## src/rtl/vext_pkg.sv

```systemverilog
package vext_pkg;

  localparam int unsigned ELEN        = 64;
  localparam int unsigned NUM_NARROW  = 3;
  localparam int unsigned VREG_IDX_W  = 5;
  localparam int unsigned BITPOS_W    = $clog2(ELEN);

  typedef enum logic [2:0] {
    GM_1    = 3'd0,
    GM_2    = 3'd1,
    GM_4    = 3'd2,
    GM_8    = 3'd3,
    GM_RSVD = 3'd4,
    GM_F8   = 3'd5,
    GM_F4   = 3'd6,
    GM_F2   = 3'd7
  } grp_mul_e;

  // One step down the multiplier ladder; below the smallest is reserved.
  function automatic grp_mul_e mul_down(grp_mul_e m);
    case (m)
      GM_8:    mul_down = GM_4;
      GM_4:    mul_down = GM_2;
      GM_2:    mul_down = GM_1;
      GM_1:    mul_down = GM_F2;
      GM_F2:   mul_down = GM_F4;
      GM_F4:   mul_down = GM_F8;
      default: mul_down = GM_RSVD;
    endcase
  endfunction

  // Low index bits that must be zero for a register group of this size.
  function automatic logic [VREG_IDX_W-1:0] align_bits(grp_mul_e m);
    case (m)
      GM_2:    align_bits = VREG_IDX_W'(1);
      GM_4:    align_bits = VREG_IDX_W'(3);
      GM_8:    align_bits = VREG_IDX_W'(7);
      default: align_bits = '0;
    endcase
  endfunction

  function automatic logic [ELEN-1:0] sew_keep(logic [1:0] sew);
    case (sew)
      2'd0:    sew_keep = ELEN'(64'h0000_0000_0000_00FF);
      2'd1:    sew_keep = ELEN'(64'h0000_0000_0000_FFFF);
      2'd2:    sew_keep = ELEN'(64'h0000_0000_FFFF_FFFF);
      default: sew_keep = '1;
    endcase
  endfunction

endpackage

```

## src/rtl/vext_legal.sv

```systemverilog
module vext_legal
  import vext_pkg::*;
(
  input  logic [1:0]            factor,
  input  logic [1:0]            sew,
  input  logic [2:0]            lmul,
  input  logic [VREG_IDX_W-1:0] vd,
  input  logic [VREG_IDX_W-1:0] vs2,
  output logic                  bad
);

  grp_mul_e dst_mul;
  grp_mul_e src_mul;
  logic     bad_factor, bad_sew, bad_src_mul, bad_src_align, bad_dst_align;

  assign dst_mul = grp_mul_e'(lmul);

  // Step the multiplier down once per factor level.
  always_comb begin
    src_mul = dst_mul;
    for (int k = 0; k < 3; k++) begin
      if (k < int'(factor)) src_mul = mul_down(src_mul);
    end
  end

  assign bad_factor    = (factor == 2'd0);
  assign bad_sew       = (sew < factor);
  assign bad_src_mul   = (src_mul == GM_RSVD);
  assign bad_src_align = |(vs2 & align_bits(src_mul));
  assign bad_dst_align = |(vd & align_bits(dst_mul));

  // Every check accumulates; none can clear another.
  assign bad = bad_factor | bad_sew | bad_src_mul | bad_src_align | bad_dst_align;

endmodule

```

## src/rtl/vext_lane.sv

```systemverilog
module vext_lane
  import vext_pkg::*;
#(
  parameter int unsigned CNT_W = 7,
  parameter int unsigned SA_W  = 6
) (
  input  logic [CNT_W-1:0] cnt,
  input  logic [1:0]       wsel,
  input  logic             sign,
  input  logic [1:0]       sew,
  input  logic [ELEN-1:0]  src_word,
  output logic [SA_W-1:0]  src_addr,
  output logic [ELEN-1:0]  ext_data
);

  logic [ELEN-1:0] cand   [NUM_NARROW];
  logic [SA_W-1:0] addr_c [NUM_NARROW];
  logic [ELEN-1:0] picked;

  for (genvar g = 0; g < NUM_NARROW; g++) begin : g_width
    localparam int unsigned W   = 8 << g;
    localparam int unsigned PER = ELEN / W;
    localparam int unsigned SH  = $clog2(PER);

    logic [SH-1:0]       lane;
    logic [BITPOS_W-1:0] bitpos;
    logic [W-1:0]        narrow;

    assign lane      = cnt[SH-1:0];
    assign bitpos    = BITPOS_W'(lane) << (3 + g);
    assign addr_c[g] = SA_W'(cnt >> SH);
    assign narrow    = src_word[bitpos +: W];
    assign cand[g]   = {{(ELEN-W){sign & narrow[W-1]}}, narrow};
  end

  always_comb begin
    src_addr = addr_c[0];
    picked   = cand[0];
    case (wsel)
      2'd1: begin src_addr = addr_c[1]; picked = cand[1]; end
      2'd2: begin src_addr = addr_c[2]; picked = cand[2]; end
      default: ;
    endcase
  end

  assign ext_data = picked & sew_keep(sew);

endmodule

```

## src/rtl/vext_unit.sv

```systemverilog
module vext_unit
  import vext_pkg::*;
#(
  parameter  int unsigned MAX_VL = 64,
  localparam int unsigned VL_W   = $clog2(MAX_VL + 1),
  localparam int unsigned SA_W   = $clog2(MAX_VL)
) (
  input  logic                  clk,
  input  logic                  rst,
  input  logic                  req_valid,
  output logic                  req_ready,
  input  logic                  req_sign,
  input  logic [1:0]            req_factor,
  input  logic [1:0]            req_sew,
  input  logic [2:0]            req_lmul,
  input  logic [VREG_IDX_W-1:0] req_vd,
  input  logic [VREG_IDX_W-1:0] req_vs2,
  input  logic [VL_W-1:0]       req_vl,
  output logic [SA_W-1:0]       src_addr,
  input  logic [ELEN-1:0]       src_word,
  output logic                  res_valid,
  output logic [VL_W-1:0]       res_idx,
  output logic [ELEN-1:0]       res_data,
  output logic                  illegal,
  output logic                  done
);

  logic            busy_q;
  logic [VL_W-1:0] cnt_q;
  logic [VL_W-1:0] vl_q;
  logic            sign_q;
  logic [1:0]      sew_q;
  logic [1:0]      wsel_q;
  logic            last_q;
  logic            req_bad;
  logic            accept;
  logic [ELEN-1:0] ext_data;

  vext_legal u_legal (
    .factor (req_factor),
    .sew    (req_sew),
    .lmul   (req_lmul),
    .vd     (req_vd),
    .vs2    (req_vs2),
    .bad    (req_bad)
  );

  vext_lane #(
    .CNT_W (VL_W),
    .SA_W  (SA_W)
  ) u_lane (
    .cnt      (cnt_q),
    .wsel     (wsel_q),
    .sign     (sign_q),
    .sew      (sew_q),
    .src_word (src_word),
    .src_addr (src_addr),
    .ext_data (ext_data)
  );

  assign req_ready = !busy_q;
  assign accept    = req_valid && req_ready;

  always_ff @(posedge clk) begin
    if (rst) begin
      busy_q    <= 1'b0;
      cnt_q     <= '0;
      vl_q      <= '0;
      sign_q    <= 1'b0;
      sew_q     <= '0;
      wsel_q    <= '0;
      last_q    <= 1'b0;
      res_valid <= 1'b0;
      res_idx   <= '0;
      res_data  <= '0;
      illegal   <= 1'b0;
      done      <= 1'b0;
    end else begin
      illegal   <= 1'b0;
      res_valid <= 1'b0;
      last_q    <= 1'b0;
      done      <= res_valid && last_q;
      if (accept) begin
        if (req_bad) begin
          illegal <= 1'b1;
        end else if (req_vl == '0) begin
          done <= 1'b1;
        end else begin
          busy_q <= 1'b1;
          cnt_q  <= '0;
          vl_q   <= req_vl;
          sign_q <= req_sign;
          sew_q  <= req_sew;
          wsel_q <= req_sew - req_factor;
        end
      end else if (busy_q) begin
        res_valid <= 1'b1;
        res_idx   <= cnt_q;
        res_data  <= ext_data;
        cnt_q     <= cnt_q + 1'b1;
        if (cnt_q == vl_q - 1'b1) begin
          busy_q <= 1'b0;
          last_q <= 1'b1;
        end
      end
    end
  end

endmodule

```

## config.mk

```make
export PLATFORM = sky130hd
export DESIGN_NAME = vext_unit
export DESIGN_NICKNAME = d
export VERILOG_FILES = /design/src/rtl/vext_pkg.sv /design/src/rtl/vext_legal.sv /design/src/rtl/vext_lane.sv /design/src/rtl/vext_unit.sv
export SDC_FILE = /design/constraint.sdc
export NUM_CORES = 1
export LEC_CHECK = 0
export BUFFER_PORTS_ARGS = -buffer_cell sky130_fd_sc_hd__clkbuf_2
export CORE_ASPECT_RATIO = 0.9
export CORE_MARGIN = 5
export CORE_UTILIZATION = 46
export DETAILED_ROUTE_END_ITERATION = 10
export GPL_ROUTABILITY_DRIVEN = 0
export HOLD_SLACK_MARGIN = 0.05
export MAX_ROUTING_LAYER = met4
export PLACE_DENSITY_LB_ADDON = 0.3
export REMOVE_ABC_BUFFERS = 1
export SLEW_MARGIN = 20
export SYNTH_ARGS = -nofsm -noshare
export SYNTH_HDL_FRONTEND = slang
export SYNTH_SLANG_ARGS = --single-unit
export TNS_END_PERCENT = 100
```

## constraint.sdc

```tcl
create_clock -name clk -period 2.4 [get_ports clk]
set_input_delay 0.48 -clock clk [delete_from_list [all_inputs] [get_ports clk]]
set_output_delay 0.48 -clock clk [all_outputs]
set_load 0.02 [all_outputs]
```

# Word-level counts from Yosys, hierarchy flattened

Cells that the tools add are included.

Word-level logic and storage cells: 107
Output and inout bits: 81
Flip-flop bits (word level): 95

Muxes and demuxes: 26
Shift operators: 3
Eq/ne operators: 26
Order comparisons: 4
Reductions and logical operators: 19
Bitwise logic cells: 14
Add/sub/neg operators: 3

Operators by type and width:

| kind                                                | number |
|---|---|
| one-hot mux 64 bit (3 select lines)                 | 1 |
| one-hot mux 64 bit (2 select lines)                 | 1 |
| AND 64 bit                                          | 1 |
| variable part select 64 x 7 -> 16 bit               | 1 |
| variable part select 64 x 7 -> 32 bit               | 1 |
| variable part select 64 x 7 -> 8 bit                | 1 |
| one-hot mux 3 bit (6 select lines)                  | 3 |
| 2-to-1 mux 7 bit                                    | 4 |
| equality test 3 x 2 -> 1 bit, second input constant | 8 |
| equality test 3 bit, second input constant          | 7 |
| one-hot mux 3 bit (3 select lines)                  | 2 |
| equality test 3 x 1 -> 1 bit, second input constant | 4 |
| one-hot mux 6 bit (2 select lines)                  | 1 |
| 2-to-1 mux 1 bit                                    | 11 |
| AND 5 x 3 -> 5 bit                                  | 2 |
| OR reduction 5 bit                                  | 2 |
| logical NOT 3 bit                                   | 3 |
| 2-to-1 mux 3 bit                                    | 3 |
| adder 7 x 1 -> 7 bit, second input constant         | 1 |
| equality test 7 bit                                 | 1 |
| logical NOT 7 bit                                   | 1 |
| subtractor 7 x 1 -> 7 bit, second input constant    | 1 |
| AND reduction 3 bit                                 | 2 |
| equality test 2 x 1 -> 1 bit, second input constant | 2 |
| 16 further kinds                                    | 31 |

# Logic depth before layout (Yosys ltp)

Gate-level depths: netlist (run 1).

Depth after elaboration: 17
Depth in mapped cells: 10

# Modules after synthesis

A second synthesis (run 1) with hierarchy kept.

Cells, all modules: 616
Area, all modules: 6008.3 um^2

By module, submodules not included:

| module     | times used | area each (um^2) | cells each | sequential area each (um^2) |
|---|---|---|---|---|
| vext_unit  | 1          | 3653.5           | 368        | 1901.8 |
| vext_lane  | 1          | 2228.4           | 227        | 0.0 |
| vext_legal | 1          | 126.4            | 21         | 0.0 |

# Worst setup path before layout (run 1)

Ideal clock, no wire load.

Kind: in2reg
Start: in req_sew[0]
End: reg vl_q[3]
Setup time: 0.116 ns
Data arrival time: 2.235 ns
Required time: 2.284 ns
Stages on the path: 9
Slack: 0.049 ns
Cell sequence: inv_1 > ha_1 > fa_1 > o21ba_2 > o221a_2 > o221a_2 > clkbuf_1 > a311oi_1 > a31o_2

Cells in the longest elaborated chain, start to end: 7

RTL lines:

| item                                 | RTL line         | text |
|---|---|---|
| start: declaration                   | vext_unit.sv:14  | `input logic [1:0] req_sew,` |
| less-than comparator 2 bit           | vext_legal.sv:27 | `assign bad_sew = (sew < factor);` |
| OR 1 bit (4 in a row)                | vext_legal.sv:33 | `assign bad = bad_factor \| bad_sew \| bad_src_mul \| bad_src_align \| bad_dst_align;` |
| NOT 1 bit (no source line)           | --               |  |
| AND reduction 3 bit (no source line) | --               |  |
| end signal: assignment               | vext_unit.sv:91  | `vl_q <= req_vl;` |
| end: declaration                     | vext_unit.sv:30  | `logic [VL_W-1:0] vl_q;` |

Every way passes these cells.
A chain may end at the register's enable or synchronous reset.

# Final worst setup path (run 1)

Start: reg wsel_q[0]
End: out src_addr[2]

Cells in the longest elaborated chain, start to end: 2

RTL lines:

| item                                                                | RTL line        | text |
|---|---|---|
| start: declaration                                                  | vext_unit.sv:33 | `logic [1:0] wsel_q;` |
| start signal: assignment                                            | vext_unit.sv:94 | `wsel_q <= req_sew - req_factor;` |
| equality test 2 bit or equality test 2 x 1 -> 1 bit (tied branches) | vext_lane.sv:39 | `case (wsel)` |
| one-hot mux 6 bit (2 select lines) (*)                              | vext_lane.sv:39 |  |
| end: declaration                                                    | vext_unit.sv:19 | `output logic [SA_W-1:0] src_addr,` |

Mark *: on every way between the ends. The rest lies on a longest branch, timed or not.

==> summary.txt, run 1 <==
Yosys
  • Syn Area/Cell: 9.04 sq um
  • Async SR Flop Fraction: 0
  • Number of flops mapped to enable cells by yosys: 0
  • Synth area leaders: dfxtp_1 27%, mux4_2 12%, mux2_2 6.3%
  • Syn Inst Count: 517
  • Distinct cell type count after synthesis: 56
  • Post-synth top flop: dfxtp_1
  • Synthesized area: 0.00467 sq mm
  • Yosys reg bits: 64
  • Cell with the most instances after synthesis: dfxtp_1
  • Post-synth top cells: 64 x dfxtp_1, 49 x nand2_1, 44 x o21ai_0, 35 x a21oi_1, 35 x buf_4
  • Seq/Total Area, Yosys: 0.274
  • Library cell with the largest summed area after synthesis: dfxtp_1
  • Warnings from Yosys: 0
  • Top cell type's share of synthesized area: 0.274

Global route
  • Total GRT Usage: 0.228
  • First-pass GRT wire length: 22100 um
  • GRT Residual Overflow: 0
  • Largest net degree at the start of global routing: 44
  • Vias in the first global route: 4505
  • Number of antenna violations at the first check in global routing: 0

Die
  • Core Rows: 34
  • Die Width: 116 um
  • IO Pins: 173
  • Die ar.: 0.0123 sq mm
  • CORE AREA: 0.00978 sq mm
  • Starting Density: 0.478
  • Chip height: 106 um

Power and ir drop
  • Leakage power: 0.00244 uW
  • Worst vdd ir: 268 uV
  • Pwr Density: 544 mW/mm^2

Route
  • Final WL: 13500 um
  • DRT iter0 DRCs: 289
  • Routed via count: 4468
  • DR DRC count: 0
  • Avg WL per Cell: 17.5 um
  • First-pass DRT Iterations: 4
  • Vias per cell: 5.77
  • Post-DRT Antenna Nets: 0

Flow run
  • MaxCap Viol Count: 0

Finish
  • P&R area growth vs syn: 22.1%
  • Fill cells: 864
  • Fin nets: 742
  • Area of the multi-input gates: 0.00283 sq mm
  • Fin util: 0.583
  • Ant diodes: 0
  • Register area: 0.00128 sq mm
  • Share of cells above drive strength 1: 0.437

Worst setup path
  • Setup Crit Path Kind: reg -> out
  • CP Launch Type: flop
  • Worst path cell trace: inv_1 -> ha_1 -> nand2_1 -> o21ai_0 -> clkbuf_2
  • CP max stage delay: 0.58 ns
  • CP required: 1.92 ns
  • Critical Path AT: 1.73 ns
  • Largest delay share family, worst path: adder cells
  • Worst setup EP type: primary output
  • CP Max Fanout: 14
  • WP buf/inv: 2
  • CP max stage cell: ha_1

Clocking
  • Clock slew at reported path FFs: 0.05 ns
  • Clock Path Buffers: 2
  • H-Tree Depth: 3
  • CTS Buf Count: 9
  • Worst-Skew Late Latency: 0.33 ns
  • Post_cts resized: 0
  • Hold_buf cts: 0
  • CTS tree: done
  • Clk root buf: clkbuf_16
  • Setup bufs post-CTS: 0
  • Clock Sinks: 64

Timing
  • Worst-case clock skew: 0.00734 ns
  • Slew headroom: 0.578
  • RSZ-0062 raised after global routing: no
  • Final Cycle Share: 0.919
  • Post-route setup TNS: 0 ns
  • Worst slew pin tran: 0.632 ns
  • Final hold viol count: 0
  • Setup violations, final: 0
  • Slew Viols, Final: 0
  • FMAX: 453 MHz
  • Period minus WS final: 2.21 ns

Run status
  • Status: completed

Placed design
  • DP Wirelength: 10200 um
  • Number of port buffers: 168

Worst hold path
  • Hold WC Path Type: in -> reg
[area by class of cell]
type,instances,area share
clock buffer,13,0.0474
inverter,26,0.0171
sequential,64,0.225
tap,126,0.0276
multi-input combinational,352,0.497
timing repair buffer,191,0.180
clock inverter,2,0.00636
[worst paths after layout]
check	startpoint	to	slack (ns)	cells past startpoint
worst min-delay path	req_sign	sign_q	0.39	2
worst max register to register	cnt_q[1]	res_data[9]	0.32	6
worst min register to register	last_q	done	0.44	2
worst max-delay path	wsel_q[0]	src_addr[2]	0.19	5
[power breakdown]
group | internal [uW] | switching [uW]
Sequential | 1090 | 22.3
Combinational | 303 | 345
Clock | 884 | 466
[stage by stage]
step / worst slack, ns / cell area (sq um) / total power (uW) / instances / hold slack [ns]
after global routing: 0.0663 / 5710 / 3240 / 774 / 0.382
final: 0.194 / 5710 / 3110 / 774 / 0.386
after floorplan: -2.55 / 4210 / 1530 / 442 / 0.411
after CTS: 0.204 / 5700 / 3110 / 774 / 0.384
after detailed placement: 0.0159 / 5400 / 1770 / 759 / 0.432
after global placement: 0.0652 / 5400 / 1750 / 759 / 0.439
[flip-flops by register name, summed over array words and instances, names as in the netlist]
| signal | cells |
|---|---|
| res_data | 33 |
| last_q | 1 |
| wsel_q | 2 |
| sew_q | 2 |
| res_valid | 1 |
| done | 1 |
| sign_q | 1 |
| illegal | 1 |
| res_idx | 7 |
| busy_q | 1 |
| cnt_q | 7 |
| vl_q | 7 |
[kinds of logic (layout without fill, tap and decap cells)]
group / after synthesis / after routing / share of synthesized area
AO/OA/AOI/OAI: 148 / 148 / 0.215
AND/OR/NAND/NOR: 120 / 120 / 0.134
buffers and inverters: 101 / 232 / 0.121
multiplexers: 65 / 65 / 0.213
flip-flops: 64 / 64 / 0.274
XOR/XNOR: 12 / 12 / 0.0225
adder cells (fa/ha/maj): 7 / 7 / 0.0201
[layer usage]
layer  track usage  up-vias  routed length (um)
met4        0.0795        0                 274
met1         0.305     2125                5820
met3        0.0338       27                 989
met5             -        -                   0
li1              -     2125                   -
met2         0.353      191                6430
[layout by cell type, fill, tap and decap left out, drive strengths merged, types with 2 or more instances in the layout]
| master | netlist | routed |
|---|---|---|
| a211oi | 3 | 3 |
| a21oi | 35 | 35 |
| a221o | 8 | 8 |
| a221oi | 8 | 8 |
| a22oi | 7 | 7 |
| a311oi | 7 | 7 |
| a31o | 8 | 8 |
| a31oi | 3 | 3 |
| and2 | 2 | 2 |
| and3 | 2 | 2 |
| buf | 46 | 23 |
| clkbuf | 29 | 181 |
| dfxtp | 64 | 64 |
| ha | 5 | 5 |
| inv | 26 | 27 |
| mux2 | 26 | 26 |
| mux2i | 14 | 14 |
| mux4 | 25 | 25 |
| nand2 | 49 | 49 |
| nand2b | 15 | 15 |
| nand3 | 5 | 5 |
| nand4 | 7 | 7 |
| nor2 | 16 | 16 |
| nor2b | 12 | 12 |
| nor3 | 4 | 4 |
| o211a | 2 | 2 |
| o21ai | 45 | 45 |
| o221a | 2 | 2 |
| o22ai | 2 | 2 |
| o311ai | 7 | 7 |
| o31ai | 4 | 4 |
| or2 | 2 | 2 |
| or3 | 3 | 3 |
| xnor2 | 6 | 6 |
| xor2 | 6 | 6 |
Power figures use the tool's default switching activity.
==> run 2: changes to the inputs <==
- RECOVER_POWER: unset -> 50
- TNS_END_PERCENT: 100 -> 10
==> run 2 against run 1 <==
Design area down 1.4%. Non-clock buffer count unchanged. Final cell count unchanged. Die area unchanged. Maximum frequency down 0.59%.
==> summary.txt, run 2 (synthesis gave the netlist of run 1 again) <==
Die
  • Starting Density: 0.478 (unchanged)
  • CORE AREA: 0.00978 sq mm (unchanged)
  • IO Pins: 173 (unchanged)
  • Core Rows: 34 (unchanged)
  • Die Width: 116 um (unchanged)
  • Chip height: 106 um (unchanged)
  • Die ar.: 0.0123 sq mm (unchanged)

Timing
  • Slew Viols, Final: 0 (unchanged)
  • Final hold viol count: 0 (unchanged)
  • Worst slew pin tran: 0.647 ns (was 0.632 ns)
  • Hold WS: 0.389 ns (was 0.386 ns)
  • RSZ-0062 raised after global routing: no (unchanged)
  • Post-route setup TNS: 0 ns (unchanged)
  • Period minus WS final: 2.22 ns (was 2.21 ns)
  • FMAX: 451 MHz (was 453 MHz)
  • Fin worst setup slack: 0.181 ns (was 0.194 ns)
  • Final Cycle Share: 0.924 (was 0.919)
  • Setup violations, final: 0 (unchanged)
  • Slew headroom: 0.568 (was 0.578)
  • Worst-case clock skew: 0.00667 ns (was 0.00734 ns)

Run status
  • Status: completed (unchanged)

Finish
  • Fill cells: 895 (was 864)
  • Most frequent cells in the layout: 106 x clkbuf_2, 64 x clkbuf_1, 63 x dfxtp_1 (was 168 x clkbuf_2, 63 x dfxtp_1, 49 x nand2_1)
  • P&R area growth vs syn: 20.4% (was 22.1%)
  • Area of the multi-input gates: 0.00283 sq mm (unchanged)
  • Ant diodes: 0 (unchanged)
  • Max reg flops: 33 (unchanged)
  • Commonest non-fill, non-tap cell in the layout: clkbuf_2 (unchanged)
  • Register area: 0.00128 sq mm (unchanged)
  • Largest Register: res_data (unchanged)
  • Fin nets: 742 (unchanged)
  • Design area: 0.00563 sq mm (was 0.00571 sq mm)
  • Share of cells above drive strength 1: 0.340 (was 0.437)

Global route
  • GRT Residual Overflow: 0 (unchanged)
  • Number of antenna violations at the first check in global routing: 0 (unchanged)
  • First-pass GRT wire length: 22100 um (unchanged)
  • Vias in the first global route: 4505 (unchanged)
  • Largest net degree at the start of global routing: 44 (unchanged)
  • Total GRT Usage: 0.228 (unchanged)

Worst setup path
  • CP max stage delay: 0.58 ns (about the same)
  • WP buf/inv: 2 (unchanged)
  • Critical Path AT: 1.74 ns (was 1.73 ns)
  • Reg2reg start: cnt_q[1] (unchanged)
  • CP Launch Type: flop (unchanged)
  • Largest delay share family, worst path: adder cells (unchanged)
  • CP max stage cell: ha_1 (unchanged)
  • Reg2Reg Setup Slack: 0.29 ns (was 0.32 ns)
  • Worst setup EP type: primary output (unchanged)
  • Crit Reg-Reg Endpoint: res_data[9] (unchanged)
  • Cells on worst reg2reg path: 6 (unchanged)
  • CP required: 1.92 ns (about the same)
  • Setup Crit Path Kind: reg -> out (unchanged)
  • CP Max Fanout: 14 (unchanged)
  • Worst path cell trace: inv_1 -> ha_1 -> nand2_1 -> o21ai_0 -> clkbuf_2 (unchanged)

Clocking
  • Clock Path Buffers: 2 (unchanged)
  • CTS Buf Count: 9 (unchanged)
  • Setup bufs post-CTS: 0 (unchanged)
  • CTS tree: done (unchanged)
  • Clock slew at reported path FFs: 0.05 ns (about the same)
  • H-Tree Depth: 3 (unchanged)
  • Clock Sinks: 64 (unchanged)
  • Clk root buf: clkbuf_16 (unchanged)
  • Worst-Skew Late Latency: 0.33 ns (about the same)
  • Hold_buf cts: 0 (unchanged)
  • Post_cts resized: 0 (unchanged)

Route
  • Routed via count: 4486 (was 4468)
  • Avg WL per Cell: 17.5 um (about the same)
  • DRT iter0 DRCs: 294 (was 289)
  • Vias per cell: 5.80 (was 5.77)
  • Post-DRT Antenna Nets: 0 (unchanged)
  • DR DRC count: 0 (unchanged)
  • Final WL: 13500 um (about the same)
  • First-pass DRT Iterations: 5 (was 4)

Power and ir drop
  • Pint: 2270 uW (about the same)
  • Switching part of the total: 0.267 (was 0.268)
  • Combinational share of power: 0.208 (was 0.209)
  • Flop pwr share: 0.358 (was 0.357)
  • Leakage power: 0.00223 uW (was 0.00244 uW)
  • P_sw: 826 uW (was 832 uW)
  • Worst vdd ir: 259 uV (was 268 uV)
  • Pwr Density: 550 mW/mm^2 (was 544 mW/mm^2)
  • Clock power frac: 0.434 (was 0.435)

Placed design
  • DP Wirelength: 10200 um (unchanged)
  • Placed cell area: 0.00540 sq mm (unchanged)
  • Dpl ws: 0.0159 ns (unchanged)
  • Number of port buffers: 168 (unchanged)

Worst hold path
  • WHS Endpoint: sign_q (unchanged)
  • Worst hold start: req_sign (unchanged)
  • Hold WC Path Type: in -> reg (unchanged)
  • Hold path cells: 2 (unchanged)

Flow run
  • MaxCap Viol Count: 0 (unchanged)
==> run 2: metal layers <==
layer,wire length (um),share of wire,GRT usage,vias to the layer above
met1,5840,0.43,0.305,2135
met5,0,0,-,-
li1,-,-,-,2126
met2,6440,0.48,0.353,201
met4,281,0.021,0.0795,0
met3,974,0.072,0.0338,24
==> run 2: metrics by stage <==
step	cells	total power (uW)	util
6_report	774	3100	0.575
5_1_grt	774	3240	0.575
4_1_cts	774	3110	0.583
3_5_place_dp	759	1770	0.551
3_3_place_gp	759	1750	0.551
2_1_floorplan	442	1530	-
==> run 2: cell type report <==
| class | count | area share |
|---|---|---|
| Clock inverter | 2 | 0.00645 |
| Sequential cell | 64 | 0.228 |
| Inverter | 26 | 0.0173 |
| Multi-Input combinational cell | 352 | 0.504 |
| Tap cell | 126 | 0.0280 |
| Clock buffer | 13 | 0.0480 |
| Timing Repair Buffer | 191 | 0.168 |
==> run 2: worst max-delay path by stage <==
stage                  from           end  slack (ns)  cells past startpoint
5_1_grt           wsel_q[0]   src_addr[3]        0.07                      5
6_report          wsel_q[0]   src_addr[2]        0.18                      5
4_1_cts           wsel_q[0]   src_addr[2]        0.20                      5
2_1_floorplan  res_data[62]  res_data[62]       -2.55                      1
3_3_place_gp     req_sew[0]        sign_q        0.07                      9
3_5_place_dp     req_sew[0]      sew_q[1]        0.02                      9
==> run 2: power groups by stage <==
stage	clock network [uW]	registers [uW]	logic (uW)
5_1_grt	1420	1110	709
2_1_floorplan	0	1170	357
4_1_cts	1360	1110	644
6_report	1340	1110	645
3_3_place_gp	0	1130	622
3_5_place_dp	0	1130	642
==> run 3: changes to the inputs <==
- CORE_UTILIZATION: 46 -> 49
- SYNTH_HIERARCHICAL: unset -> 1
==> run 3 against run 2 <==
Register-to-register slack worse by 0.07 ns. Sequential share of layout area grew 4.5 points. Non-clock buffer count fell by 3. First-iteration DRC count rose by 7.5%. Critical path type unchanged. Highest routed layer unchanged.
==> summary.txt, run 3 <==
Run status
  • Status: completed (unchanged)

Worst setup path
  • Reg2Reg Setup Slack: 0.22 ns (was 0.29 ns)
  • Worst setup EP type: primary output (unchanged)
  • CP max stage delay: 0.47 ns (was 0.58 ns)
  • Setup crit start: cnt_q[1] (was wsel_q[0])
  • CP Max Fanout: 33 (was 14)
  • Crit Reg-Reg Endpoint: res_data[47] (was res_data[9])
  • Worst path cell trace: buf_4 -> a22oi_1 -> o21ai_0 -> clkbuf_2 (was inv_1 -> ha_1 -> nand2_1 -> o21ai_0 -> clkbuf_2)
  • Cells on worst reg2reg path: 6 (unchanged)
  • Setup Crit Path Kind: reg -> out (unchanged)
  • CP max stage cell: dfxtp_2 (was ha_1)
  • Reg2reg start: cnt_q[1] (unchanged)
  • WP buf/inv: 2 (unchanged)
  • Largest delay share family, worst path: buffers and inverters (was adder cells)
  • CP required: 1.92 ns (about the same)
  • CP Launch Type: flop (unchanged)
  • Critical Path AT: 1.80 ns (was 1.74 ns)

Die
  • Starting Density: 0.499 (was 0.478)
  • IO Pins: 173 (unchanged)
  • Die Width: 127 um (was 116 um)
  • Chip height: 115 um (was 106 um)
  • Core Rows: 38 (was 34)
  • Die ar.: 0.0146 sq mm (was 0.0123 sq mm)
  • CORE AREA: 0.0120 sq mm (was 0.00978 sq mm)

Route
  • DRT iter0 DRCs: 316 (was 294)
  • Post-DRT Antenna Nets: 0 (unchanged)
  • Final WL: 15600 um (was 13500 um)
  • Vias per cell: 5.62 (was 5.80)
  • First-pass DRT Iterations: 7 (was 5)
  • DR DRC count: 0 (unchanged)
  • Avg WL per Cell: 17.3 um (was 17.5 um)
  • Routed via count: 5066 (was 4486)

Timing
  • Final Cycle Share: 0.950 (was 0.924)
  • RSZ-0062 raised after global routing: no (unchanged)
  • Hold WS: 0.345 ns (was 0.389 ns)
  • Slew Viols, Final: 0 (unchanged)
  • Slew headroom: 0.301 (was 0.568)
  • Final hold viol count: 0 (unchanged)
  • Post-route setup TNS: 0 ns (unchanged)
  • Worst-case clock skew: 0.0108 ns (was 0.00667 ns)
  • Worst slew pin tran: 1.05 ns (was 0.647 ns)
  • FMAX: 439 MHz (was 451 MHz)
  • Period minus WS final: 2.28 ns (was 2.22 ns)
  • Setup violations, final: 0 (unchanged)

Yosys
  • Post-synth top flop: dfxtp_1 (unchanged)
  • Cell with the most instances after synthesis: dfxtp_1 (unchanged)
  • Synth area leaders: dfxtp_1 32%, mux2i_1 14%, mux4_2 10% (was dfxtp_1 27%, mux4_2 12%, mux2_2 6.3%)
  • Warnings from Yosys: 6 (was 0)
  • Synthesized area: 0.00601 sq mm (was 0.00467 sq mm)
  • Post-synth top cells: 95 x dfxtp_1, 83 x mux2i_1, 80 x nor2_1, 47 x nand2_1, 45 x a21oi_1 (was 64 x dfxtp_1, 49 x nand2_1, 44 x o21ai_0, 35 x a21oi_1, 35 x buf_4)
  • Syn Area/Cell: 9.75 sq um (was 9.04 sq um)
  • Number of flops mapped to enable cells by yosys: 0 (unchanged)
  • Seq/Total Area, Yosys: 0.317 (was 0.274)
  • Top cell type's share of synthesized area: 0.317 (was 0.274)
  • Distinct cell type count after synthesis: 55 (was 56)
  • Library cell with the largest summed area after synthesis: dfxtp_1 (unchanged)
  • Syn Inst Count: 616 (was 517)
  • Yosys reg bits: 95 (was 64)
  • Async SR Flop Fraction: 0 (unchanged)

Worst hold path
  • Worst hold start: req_sign (unchanged)
  • Hold path cells: 3 (was 2)
  • WHS Endpoint: sign_q (unchanged)
  • Hold WC Path Type: in -> reg (unchanged)

Placed design
  • DP Wirelength: 11200 um (was 10200 um)
  • Number of port buffers: 168 (unchanged)
  • Placed cells: 885 (was 759)

Clocking
  • Clock Path Buffers: 2 (unchanged)
  • Clk root buf: clkbuf_16 (unchanged)
  • Hold_buf cts: 0 (unchanged)
  • H-Tree Depth: 3 (unchanged)
  • Clock Sinks: 95 (was 64)
  • Setup bufs post-CTS: 0 (unchanged)
  • Worst-Skew Late Latency: 0.36 ns (was 0.33 ns)
  • Clock slew at reported path FFs: 0.08 ns (was 0.05 ns)
  • CTS tree: done (unchanged)
  • CTS Buf Count: 9 (unchanged)

Global route
  • Largest net degree at the start of global routing: 47 (was 44)
  • GRT Residual Overflow: 0 (unchanged)
  • Total GRT Usage: 0.219 (was 0.228)
  • Vias in the first global route: 5122 (was 4505)
  • First-pass GRT wire length: 25100 um (was 22100 um)
  • Number of antenna violations at the first check in global routing: 0 (unchanged)

Finish
  • Max reg flops: 64 (was 33)
  • Ant diodes: 0 (unchanged)
  • P&R area growth vs syn: 16.5% (was 20.4%)
  • Fin nets: 835 (was 742)
  • Most frequent cells in the layout: 95 x clkbuf_2, 92 x dfxtp_1, 83 x mux2i_1 (was 106 x clkbuf_2, 64 x clkbuf_1, 63 x dfxtp_1)
  • Fin util: 0.582 (was 0.575)
  • Register area: 0.00191 sq mm (was 0.00128 sq mm)
  • Largest Register: res_data (unchanged)
  • Share of cells above drive strength 1: 0.279 (was 0.340)
  • Area of the multi-input gates: 0.00360 sq mm (was 0.00283 sq mm)
  • Fill cells: 1110 (was 895)
  • Post-route insts no fill: 902 (was 774)
  • Commonest non-fill, non-tap cell in the layout: clkbuf_2 (unchanged)

Power and ir drop
  • Pwr Total: 3750 uW (was 3100 uW)
  • Worst vdd ir: 411 uV (was 259 uV)
  • Pwr Density: 536 mW/mm^2 (was 550 mW/mm^2)
  • Leakage power: 0.00251 uW (was 0.00223 uW)

Flow run
  • MaxCap Viol Count: 0 (unchanged)
==> run 3: cell types whose count changed in the layout (fill, tap and decap cells not counted), moves of 14 or more <==
cell	previous run	this run
mux2i_1	14	83
o21ai_0	44	6
nor2_1	14	80
dfxtp_1	63	92
inv_1	26	12
==> run 3: cell type report <==
cell class,instances,share of cell area
Clock buffer,9,0.0322
Clock inverter,7,0.0134
Inverter,12,0.00644
Multi-Input combinational cell,431,0.515
Sequential cell,95,0.273
Tap cell,160,0.0286
Timing Repair Buffer,188,0.132
==> run 3: routing by layer <==
layer | track usage | vias up | part of all wire
met5 | - | - | 0
met3 | 0.0585 | 22 | 0.058
li1 | - | 2446 | -
met2 | 0.365 | 146 | 0.51
met1 | 0.265 | 2452 | 0.42
met4 | 0.0586 | 0 | 0.012
==> run 3: stage by stage <==
| step | cell area [sq um] | setup WS (ns) |
|---|---|---|
| after global placement | 6760 | -0.00493 |
| final | 7000 | 0.120 |
| after floorplan | 5520 | -2.80 |
| after global routing | 7000 | 0.0169 |
| after detailed placement | 6760 | -0.0789 |
| after CTS | 7090 | 0.00299 |
==> run 3: kinds of logic after synthesis <==
family | share of synthesized area
simple gates | 0.128
compound gates | 0.121
buf+inv | 0.0895
xor+xnor | 0.0204
mux | 0.312
fa+ha+maj | 0.0125
flops | 0.317
==> run 3: where the power goes <==
| part | internal [uW] | switching (uW) |
|---|---|---|
| registers | 1590 | 27.4 |
| clock network | 754 | 735 |
| logic | 308 | 337 |
| total | 2650 | 1100 |
==> run 3: worst reg2reg max path, stage by stage, from the launching register on <==
cell      delay, ns
dfxtp_2        0.47
mux2i_1        0.14
a22oi_2        0.30
a41oi_4        0.23
a211oi_4       0.68
mux2i_1        0.18
nor2_1         0.13
==> run 3: timing repair <==
| item | CTS | global route |
|---|---|---|
| cloned | 1 | 0 |
| endpoints found under the setup margin | 8 | 20 |
| resized for setup | 0 | 3 |
| pin swaps | 1 | 0 |
==> run 3: worst max path at each step <==
stage / to / slack (ns) / cells past startpoint
6_report: src_addr[0] / 0.12 / 4
5_1_grt: src_addr[0] / 0.02 / 4
4_1_cts: res_data[35] / 0.003 / 6
3_5_place_dp: res_data[33] / -0.08 / 7
3_3_place_gp: res_data[63] / -0.005 / 7
2_1_floorplan: res_data[32] / -2.80 / 5
